File: src/rtl/upt_pkg.sv
package upt_pkg;
  localparam int DATA_W = 32;
  localparam int ADDR_W = 8;
  localparam int PSC_W  = 16;

  // word indices (byte address >> 2)
  localparam logic [ADDR_W-3:0] W_CTRL   = 6'd0;
  localparam logic [ADDR_W-3:0] W_IEN    = 6'd1;
  localparam logic [ADDR_W-3:0] W_STAT   = 6'd2;
  localparam logic [ADDR_W-3:0] W_EVGEN  = 6'd3;
  localparam logic [ADDR_W-3:0] W_CNT    = 6'd4;
  localparam logic [ADDR_W-3:0] W_DIV    = 6'd5;
  localparam logic [ADDR_W-3:0] W_RELOAD = 6'd6;
  localparam logic [ADDR_W-3:0] W_SPARE0 = 6'd8;

  // divider phase step: wraps to zero once the phase reaches the limit
  function automatic logic [PSC_W-1:0] div_step(input logic [PSC_W-1:0] ph,
                                                input logic [PSC_W-1:0] lim);
    return (ph >= lim) ? '0 : ph + 1'b1;
  endfunction

  // counter step with reload wrap; zero reload means free running
  function automatic logic [15:0] cnt_step(input logic [15:0] c,
                                           input logic [15:0] rl);
    return (rl != 0 && c == rl) ? 16'd0 : c + 16'd1;
  endfunction
endpackage

File: src/rtl/upt_prescaler.sv
module upt_prescaler
  import upt_pkg::*;
(
  input  logic             clk,
  input  logic             rst_n,
  input  logic             run,
  input  logic             clr,
  input  logic [PSC_W-1:0] psc,
  output logic             tick
);
  logic [PSC_W-1:0] phase_q;

  assign tick = run && !clr && (phase_q >= psc);

  always_ff @(posedge clk) begin
    if (!rst_n)   phase_q <= '0;
    else if (clr) phase_q <= '0;
    else if (run) phase_q <= div_step(phase_q, psc);
  end

  p_phase_hold_r1: assert property (@(posedge clk) disable iff (!rst_n)
    (!run && !clr) |=> $stable(phase_q));
  p_phase_clear_r12: assert property (@(posedge clk) disable iff (!rst_n)
    clr |=> (phase_q == '0));
endmodule

File: src/rtl/upt_counter.sv
module upt_counter
  import upt_pkg::*;
#(
  parameter int CNT_W = 16
) (
  input  logic             clk,
  input  logic             rst_n,
  input  logic             tick,
  input  logic             load,
  input  logic [CNT_W-1:0] load_val,
  input  logic [CNT_W-1:0] reload,
  output logic [CNT_W-1:0] cnt,
  output logic             upd_evt
);
  logic [CNT_W-1:0] cnt_q, cnt_nxt;

  assign cnt_nxt = cnt_step(cnt_q, reload);
  assign upd_evt = tick && !load && (reload != '0) && (cnt_nxt == reload);
  assign cnt     = cnt_q;

  always_ff @(posedge clk) begin
    if (!rst_n)    cnt_q <= '0;
    else if (load) cnt_q <= load_val;
    else if (tick) cnt_q <= cnt_nxt;
  end

  p_step_r1: assert property (@(posedge clk) disable iff (!rst_n)
    (tick && !load) |=> (cnt_q == $past(cnt_q) + 1'b1 || cnt_q == '0));
  p_hold_r1: assert property (@(posedge clk) disable iff (!rst_n)
    (!tick && !load) |=> $stable(cnt_q));
  p_wrap_r12: assert property (@(posedge clk) disable iff (!rst_n)
    (tick && !load && reload != '0 && cnt_q == reload) |=> (cnt_q == '0));
endmodule

File: src/rtl/upt_regfile.sv
module upt_regfile
  import upt_pkg::*;
#(
  parameter int CNT_W   = 16,
  parameter int SPARE_N = 4
) (
  input  logic              clk,
  input  logic              rst_n,
  input  logic              bus_sel,
  input  logic              bus_wr,
  input  logic [ADDR_W-1:0] bus_addr,
  input  logic [DATA_W-1:0] bus_wdata,
  output logic [DATA_W-1:0] bus_rdata,
  input  logic [CNT_W-1:0]  cnt,
  input  logic              flag_set,
  output logic              run,
  output logic              ien,
  output logic [PSC_W-1:0]  psc,
  output logic [CNT_W-1:0]  reload,
  output logic              cnt_load,
  output logic [CNT_W-1:0]  cnt_load_val,
  output logic              flag
);
  localparam int WI_W = ADDR_W - 2;

  logic            aligned;
  logic [WI_W-1:0] widx;
  logic            wr_en;
  logic            run_q, ien_q, flag_q;
  logic [PSC_W-1:0] psc_q;
  logic [CNT_W-1:0] reload_q;
  logic [DATA_W-1:0] spare_q [SPARE_N];

  assign aligned = (bus_addr[1:0] == 2'b00);
  assign widx    = bus_addr[ADDR_W-1:2];
  assign wr_en   = bus_sel && bus_wr && aligned;

  assign cnt_load     = wr_en && ((widx == W_CNT) || (widx == W_EVGEN && bus_wdata[0]));
  assign cnt_load_val = (widx == W_CNT) ? bus_wdata[CNT_W-1:0] : '0;

  always_ff @(posedge clk) begin
    if (!rst_n) begin
      run_q    <= 1'b0;
      ien_q    <= 1'b0;
      psc_q    <= '0;
      reload_q <= '0;
    end else if (wr_en) begin
      case (widx)
        W_CTRL:   run_q    <= bus_wdata[0];
        W_IEN:    ien_q    <= bus_wdata[0];
        W_DIV:    psc_q    <= bus_wdata[PSC_W-1:0];
        W_RELOAD: reload_q <= bus_wdata[CNT_W-1:0];
        default: ;
      endcase
    end
  end

  always_ff @(posedge clk) begin
    if (!rst_n)                         flag_q <= 1'b0;
    else if (flag_set)                  flag_q <= 1'b1;
    else if (wr_en && widx == W_STAT)   flag_q <= flag_q & bus_wdata[0];
  end

  for (genvar g = 0; g < SPARE_N; g++) begin : g_spare
    localparam logic [WI_W-1:0] IDX = W_SPARE0 + WI_W'(g);
    always_ff @(posedge clk) begin
      if (!rst_n)                     spare_q[g] <= '0;
      else if (wr_en && widx == IDX)  spare_q[g] <= bus_wdata;
    end
  end

  always_comb begin
    bus_rdata = '0;
    if (aligned) begin
      case (widx)
        W_CTRL:   bus_rdata[0] = run_q;
        W_IEN:    bus_rdata[0] = ien_q;
        W_STAT:   bus_rdata[0] = flag_q;
        W_CNT:    bus_rdata[CNT_W-1:0] = cnt;
        W_DIV:    bus_rdata[PSC_W-1:0] = psc_q;
        W_RELOAD: bus_rdata[CNT_W-1:0] = reload_q;
        default: begin
          for (int k = 0; k < SPARE_N; k++)
            if (widx == W_SPARE0 + WI_W'(k)) bus_rdata = spare_q[k];
        end
      endcase
    end
  end

  assign run    = run_q;
  assign ien    = ien_q;
  assign psc    = psc_q;
  assign reload = reload_q;
  assign flag   = flag_q;

  p_flag_andwr_r5: assert property (@(posedge clk) disable iff (!rst_n)
    (wr_en && widx == W_STAT && !bus_wdata[0] && !flag_set) |=> !flag_q);
  p_flag_sticky_r5: assert property (@(posedge clk) disable iff (!rst_n)
    (flag_q && !(wr_en && widx == W_STAT)) |=> flag_q);
  p_div_upper_r2: assert property (@(posedge clk) disable iff (!rst_n)
    (bus_rdata[31:16] == 16'd0) || !(aligned && widx == W_DIV));
endmodule

File: src/rtl/upcount_timer.sv
module upcount_timer
  import upt_pkg::*;
#(
  parameter int CNT_W   = 16,
  parameter int SPARE_N = 4
) (
  input  logic        clk,
  input  logic        rst_n,
  input  logic        bus_sel,
  input  logic        bus_wr,
  input  logic [7:0]  bus_addr,
  input  logic [31:0] bus_wdata,
  output logic [31:0] bus_rdata,
  output logic        irq
);
  logic             run, ien, flag, tick, upd_evt, flag_set, cnt_load;
  logic [PSC_W-1:0] psc;
  logic [CNT_W-1:0] reload, cnt, cnt_load_val;
  logic             irq_q;

  upt_regfile #(.CNT_W(CNT_W), .SPARE_N(SPARE_N)) u_regs (
    .clk(clk), .rst_n(rst_n), .bus_sel(bus_sel), .bus_wr(bus_wr),
    .bus_addr(bus_addr), .bus_wdata(bus_wdata), .bus_rdata(bus_rdata),
    .cnt(cnt), .flag_set(flag_set), .run(run), .ien(ien), .psc(psc),
    .reload(reload), .cnt_load(cnt_load), .cnt_load_val(cnt_load_val),
    .flag(flag)
  );

  upt_prescaler u_div (
    .clk(clk), .rst_n(rst_n), .run(run), .clr(cnt_load), .psc(psc), .tick(tick)
  );

  upt_counter #(.CNT_W(CNT_W)) u_cnt (
    .clk(clk), .rst_n(rst_n), .tick(tick), .load(cnt_load),
    .load_val(cnt_load_val), .reload(reload), .cnt(cnt), .upd_evt(upd_evt)
  );

  assign flag_set = upd_evt && run && ien;

  always_ff @(posedge clk) begin
    if (!rst_n) irq_q <= 1'b0;
    else        irq_q <= flag_set;
  end
  assign irq = irq_q;

  p_irq_single_r3: assert property (@(posedge clk) disable iff (!rst_n)
    irq |=> !irq);
  p_irq_enables_r3: assert property (@(posedge clk) disable iff (!rst_n)
    irq |-> $past(run && ien));
  p_irq_flag_r3: assert property (@(posedge clk) disable iff (!rst_n)
    irq |-> flag);
  p_no_evt_zero_r4: assert property (@(posedge clk) disable iff (!rst_n)
    irq |-> ($past(reload) != '0));
  p_ug_zero_r6: assert property (@(posedge clk) disable iff (!rst_n)
    (bus_sel && bus_wr && bus_addr == 8'h0C && bus_wdata[0]) |=> (cnt == '0));
  p_cnt_load_r7: assert property (@(posedge clk) disable iff (!rst_n)
    (bus_sel && bus_wr && bus_addr == 8'h10) |=> (cnt == $past(bus_wdata[CNT_W-1:0])));
  p_div_keeps_cnt_r8: assert property (@(posedge clk) disable iff (!rst_n)
    (bus_sel && bus_wr && bus_addr == 8'h14 && !run) |=> $stable(cnt));
endmodule

File: config.mk
export PLATFORM = sky130hd
export DESIGN_NAME = upcount_timer
export DESIGN_NICKNAME = d
export VERILOG_FILES = /design/src/rtl/upt_pkg.sv /design/src/rtl/upt_prescaler.sv /design/src/rtl/upt_counter.sv /design/src/rtl/upt_regfile.sv /design/src/rtl/upcount_timer.sv
export SDC_FILE = /design/constraint.sdc
export NUM_CORES = 1
export LEC_CHECK = 0
export ABC_AREA = 1
export BUFFER_PORTS_ARGS = -buffer_cell sky130_fd_sc_hd__buf_2
export CAP_MARGIN = 20
export CORE_UTILIZATION = 61
export DETAILED_ROUTE_END_ITERATION = 10
export PLACE_DENSITY = 0.87
export SYNTH_ARGS = -nofsm -noshare
export SYNTH_HDL_FRONTEND = slang
export SYNTH_SLANG_ARGS = --single-unit
export TNS_END_PERCENT = 50
File: constraint.sdc
create_clock -name clk -period 5.3 [get_ports clk]
set_clock_uncertainty 0.2 [all_clocks]
set_input_delay 0.53 -clock clk [delete_from_list [all_inputs] [get_ports clk]]
set_output_delay 0.53 -clock clk [all_outputs]
set_load 0.01 [all_outputs]
# Word level (Yosys, flattened, before mapping)
# Memories as Yosys holds them, arrays and structs flattened.
# Index checks and enable logic that the tools add are counted.
[totals]
reg_bits = 68
mem_bits_rw = 128
input_bits = 44
output_inout_bits = 33
elab_cells = 93
mem_count = 1
[memory_table]
columns = ["memory", "depth", "word_bits", "rd", "rd_clocked_by_memory_dff", "write_ports", "line_no", "source"]
rows = [
  ["u_regs.spare_q", 4, 32, 4, 0, 4, "upt_regfile.sv:32", "logic [DATA_W-1:0] spare_q [SPARE_N];"],
]
[classes]
addsub = 2
order_cmp = 1
eq_ne = 12
muxes = 32
n_bitwise = 6
n_reduce_logical = 31
[op_table]
columns = ["op", "n"]
rows = [
  ["$mux 32", 9],
  ["$mux 16", 6],
  ["$pmux 15 s4", 1],
  ["$add 16x1->16 const B", 2],
  ["$eq 16x16->1", 2],
  ["$eq 6x4->1 const B", 4],
  ["$eq 6x3->1 const B", 3],
  ["$logic_and 1x1->1", 17],
  ["$ge 16x16->1", 1],
  ["$reduce_bool 16->1", 1],
  ["$mux 1", 15],
  ["$eq 6x2->1 const B", 2],
  ["$reduce_and 2->1", 4],
  ["$eq 6x1->1 const B", 1],
  ["$logic_not 6->1", 1],
  ["$pmux 1 s6", 1],
  ["$reduce_or 6->1", 1],
  ["$or 1x1->1", 4],
  ["$reduce_bool 2->1", 2],
  ["$reduce_or 3->1", 1],
  ["$logic_not 2->1", 1],
  ["$reduce_or 2->1", 1],
  ["$and 1x1->1", 1],
  ["$logic_not 1->1", 1],
  ["2 further kinds", 2],
]

# Logic depth before layout (Yosys ltp)
[depth]
word_depth = 13
mapped_depth = 19
ltp_nobuf = 17

# Cells and area by module
# A second synthesis with hierarchy kept.
[unflattened]
cells_unflattened = 1322
hier_area_um2 = 10515.1
[by_module_without_submodules]
columns = ["mod", "instances", "cells_per_inst", "area_per_inst_um2", "seq_area_each_um2"]
rows = [
  ["upt_regfile", 1, 816, 7521.0, 4544.4],
  ["upt_counter", 1, 329, 1750.4, 320.3],
  ["upt_prescaler", 1, 172, 1199.9, 320.3],
  ["upcount_timer", 1, 5, 43.8, 20.0],
]

# Worst setup path before layout
# Ideal clock, no wire load.
[synth_path]
path_type = "input to register"
startpoint = "in bus_addr[7]"
endpoint = "mem u_regs.spare_q[3][0], enable pin"
setup_ns = 0.466
arrival_time_ns = 3.869
t_required_ns = 4.634
path_slack_ns = 0.766
path_stages = 6
path_buffers = 1
cell_sequence = "nor2_1 nand3_1 nor2_1 clkinv_1 clkbuf_1 o21ai_0"
[synth_lines]
columns = ["item", "line_no", "source"]
rows = [
  ["from (decl)", "upcount_timer.sv:11", "input logic [7:0] bus_addr,"],
  ["to (decl)", "upt_regfile.sv:32", ""],
]

# Final worst setup path
[layout_path]
startpoint = "in bus_addr[7]"
endpoint = "out bus_rdata[4]"
[layout_via]
elab_chain_cells = 7
elab_cells_between_ends = 17
cone_classes = "eq/ne: 9; mux: 6; reduce/logical: 2"
[layout_lines]
columns = ["item", "line_no", "source"]
rows = [
  ["$eq 6x4->1", "upt_regfile.sv:84", "if (widx == W_SPARE0 + WI_W'(k)) bus_rdata = spare_q[k];"],
  ["$mux 32 (4 in series)", "upt_regfile.sv:84", ""],
  ["$pmux 15 s4 (*)", "upt_regfile.sv:75", "case (widx)"],
  ["$mux 32 (*)", "upt_regfile.sv:74", "if (aligned) begin"],
  ["to (decl)", "upcount_timer.sv:13", "output logic [31:0] bus_rdata,"],
]
# Every way passes the cells marked *; elsewhere a longest branch is shown, timed or not.

==> impl_metrics.py <==
metrics = {
    "power": {
        "total_power_uw": 3200,
        "intPower_uw": 2480,
        "seqPwrFrac": 0.528,
        "p_leak_uw": 0.00459,
        "power_density_nw_per_um2": 281,
        "clkPwrFrac": 0.428,
        "sw_frac_of_total": 0.223,
        "peakVddDrop_mv": 0.290,
        "p_switching_uw": 714,
        "combPwrFrac": 0.044,
    },
    "layout": {
        "diodes": 0,
        "fillers": 1214,
        "layout.nets": 1343,
        "seq_area_sq_um": 5200,
        "syn_to_final_growth_pct": 11.4,
        "multi_input_area_sq_um": 4230,
        "drive_gt1_frac": 0.123,
        "stdcell_count": 1510,
        "post-route-util": 0.705,
    },
    "global_routing": {
        "grt_pass1_vias": 8505,
        "grt.overflow.total": 0,
        "grt.total_usage": 0.345,
        "grt_max_degree": 35,
        "grt_pass1_wl_um": 45900,
        "antenna_found_initial": 0,
    },
    "synthesis": {
        "synth_xor_area_frac": 0.0198,
        "yosysWarnings": 0,
        "synth_adder_area_share": 0.0221,
        "synth_seq_cells": 196,
        "synth_area_leaders": "edfxtp_1, dfxtp_1, nor2_1",
        "synth_mux_area_frac": 0,
        "mappedNetlistArea_sq_um": 10200,
        "synthSimpleGateAreaFrac": 0.218,
        "syn-num-nets": 1291,
        "synth_top_area_frac": 0.377,
        "async_reset_ff_frac": 0,
        "yosys_most_used_dff": "edfxtp_1",
        "synth.distinct_cells": 42,
        "synth.most_common_cell": "nor2_1",
        "synth_edf_count": 128,
        "synth_compound_area_frac": 0.151,
        "synth_top_family_by_area": "simple AND/OR/NAND/NOR gates",
        "synthCells": 1229,
        "synth_commonest_cells": "nor2_1, nand2_1, edfxtp_1",
        "yosysTopAreaCell": "edfxtp_1",
        "ys_seq_area_frac": 0.510,
        "avgSynthCellArea_sq_um": 8.30,
    },
    "route": {
        "ant_nets": 0,
        "drt_iter0_drc": 1338,
        "drc": 0,
        "drt-total-wl_um": 29100,
        "viasPerCell": 6.15,
        "wl_per_cell_um": 19.3,
        "num_vias": 9283,
        "dr.pass1.iters": 6,
    },
    "clock_network": {
        "cts_buffers": 17,
        "cts.path.max_buffers": 2,
        "holdBufCountCts": 0,
        "cts_setup_buffers": 0,
        "clk_pin_slew_ps": 70,
        "cts_resized": 0,
        "clock_latency_ps": 450,
        "htreeDepth": 4,
        "cts_root_buffer": "clkbuf_16",
        "cts.sinks": 196,
        "cts_tree": "done",
    },
    "timing": {
        "worst_slew_pin_slew_ps": 957,
        "hold_viol": 0,
        "min_period_over_period": 0.725,
        "holdWs_ps": 222,
        "slew_headroom": 0.360,
        "drv_slew": 0,
        "fmax_ghz": 0.260,
        "period_minus_slack_ps": 3840,
        "finalSetupViolations": 0,
        "rsz0062_at_grt": "false",
        "finalSetupTns_ps": 0,
    },
    "place": {
        "portBuffers": 76,
        "globalplace.congestion": 0.940,
        "dp_cells": 1477,
        "place_hpwl_um": 19500,
    },
    "worst_setup_path": {
        "end_kind": "primary output",
        "crit_fanout": 12,
        "r2r_setup_slack_ps": 2020,
        "cp.arrival_ps": 3110,
        "critical_path_class": "primary input to primary output",
        "start_kind": "primary input",
        "r2r_end": "u_div.phase_q[12]",
        "reg2reg_depth": 15,
        "crit_required_ps": 4570,
        "r2r_start": "u_div.phase_q[0]",
        "crit_start": "bus_addr[7]",
    },
    "die": {
        "io-pin-count": 77,
        "dieArea_sq_um": 17200,
        "start_util": 0.633,
        "die_height_um": 131,
        "coreArea_sq_um": 16100,
        "die-width_um": 131,
        "row_count": 46,
    },
    "min_path": {
        "hold_path_class": "primary input to register",
        "min_to": "u_regs.spare_q[0][31]",
        "worstHoldStart": "bus_wdata[31]",
        "whs_path_depth": 3,
    },
    "flow_run": {
        "max_cap_violations": 0,
    },
    "outcome": {
        "status": "completed",
    },
}
per-layer routing:
metal  wire length, um  global-route usage  vias to the layer above  part of all wire
met1             11200               0.469                     4277              0.39
met4              1210               0.165                        0             0.042
li1                  -                   -                     4251                 -
met2             13200               0.524                      647              0.45
met3              3510              0.0756                      108              0.12
met5                 0                   0                        -                 0
through the flow:
step,area (sq um),setup slack (ps)
after floorplan,10200,766
after global placement,10700,1800
after detailed placement,10700,1640
after CTS,11300,1630
after global routing,11400,1240
final,11400,1460
registers in the layout, summed over array words and instances, names as in the netlist:
| signal | count |
|---|---|
| u_cnt.cnt | 16 |
| u_div.phase_q | 16 |
| irq | 1 |
| u_regs.flag | 1 |
| u_regs.reload | 16 |
| u_regs.ien | 1 |
| u_regs.run | 1 |
| u_regs.psc | 16 |
| u_regs.spare_q | 128 |
power groups by stage:
stage	clock (uW)	combinational, uW	sequential, uW
finish	1370	140	1690
detailed placement	0	133	1720
CTS	1360	135	1690
global placement	0	131	1720
global route	1430	150	1690
floorplan	0	74.5	1720
kinds of logic after synthesis:
group / Yosys count
xor+xnor: 23
compound gates: 252
flops: 196
fa+ha+maj: 18
simple gates: 545
buf+inv: 195
worst max path at each step:
stage,to,cells past startpoint
2_1_floorplan,u_regs.spare_q[3][0],6
3_3_place_gp,bus_rdata[12],11
3_5_place_dp,bus_rdata[4],11
4_1_cts,bus_rdata[4],11
5_1_grt,bus_rdata[4],11
6_report,bus_rdata[4],11
worst max-delay path: stages:
cell      delay [ps]
buf_2            100
nor2_1           200
nand2_1           80
nor2_1            90
inv_1            100
nor2_1           670
inv_1            330
o21ai_0          220
a221oi_1          70
a311oi_1         480
buf_2            230
cell usage in the layout, fill, tap and decap left out, drive strengths merged, types with 19 or more instances in the layout:
master  netlist  final
nand2       208    208
buf          25     95
a22oi        32     32
a21oi        85     85
inv         131    136
dfxtp        68     68
nor2        259    259
a211oi       22     22
clkbuf       37     19
edfxtp      128    128
nand3        49     49
o21ai        67     67
area by class of cell:
class | instances | area share
clock inverters | 13 | 0.0150
flip-flops and latches | 196 | 0.458
clock buffers | 19 | 0.0399
multi-input cells | 838 | 0.372
repair buffers | 95 | 0.0471
well taps | 216 | 0.0238
inverters | 133 | 0.0440
Power figures use the tool's default switching activity.
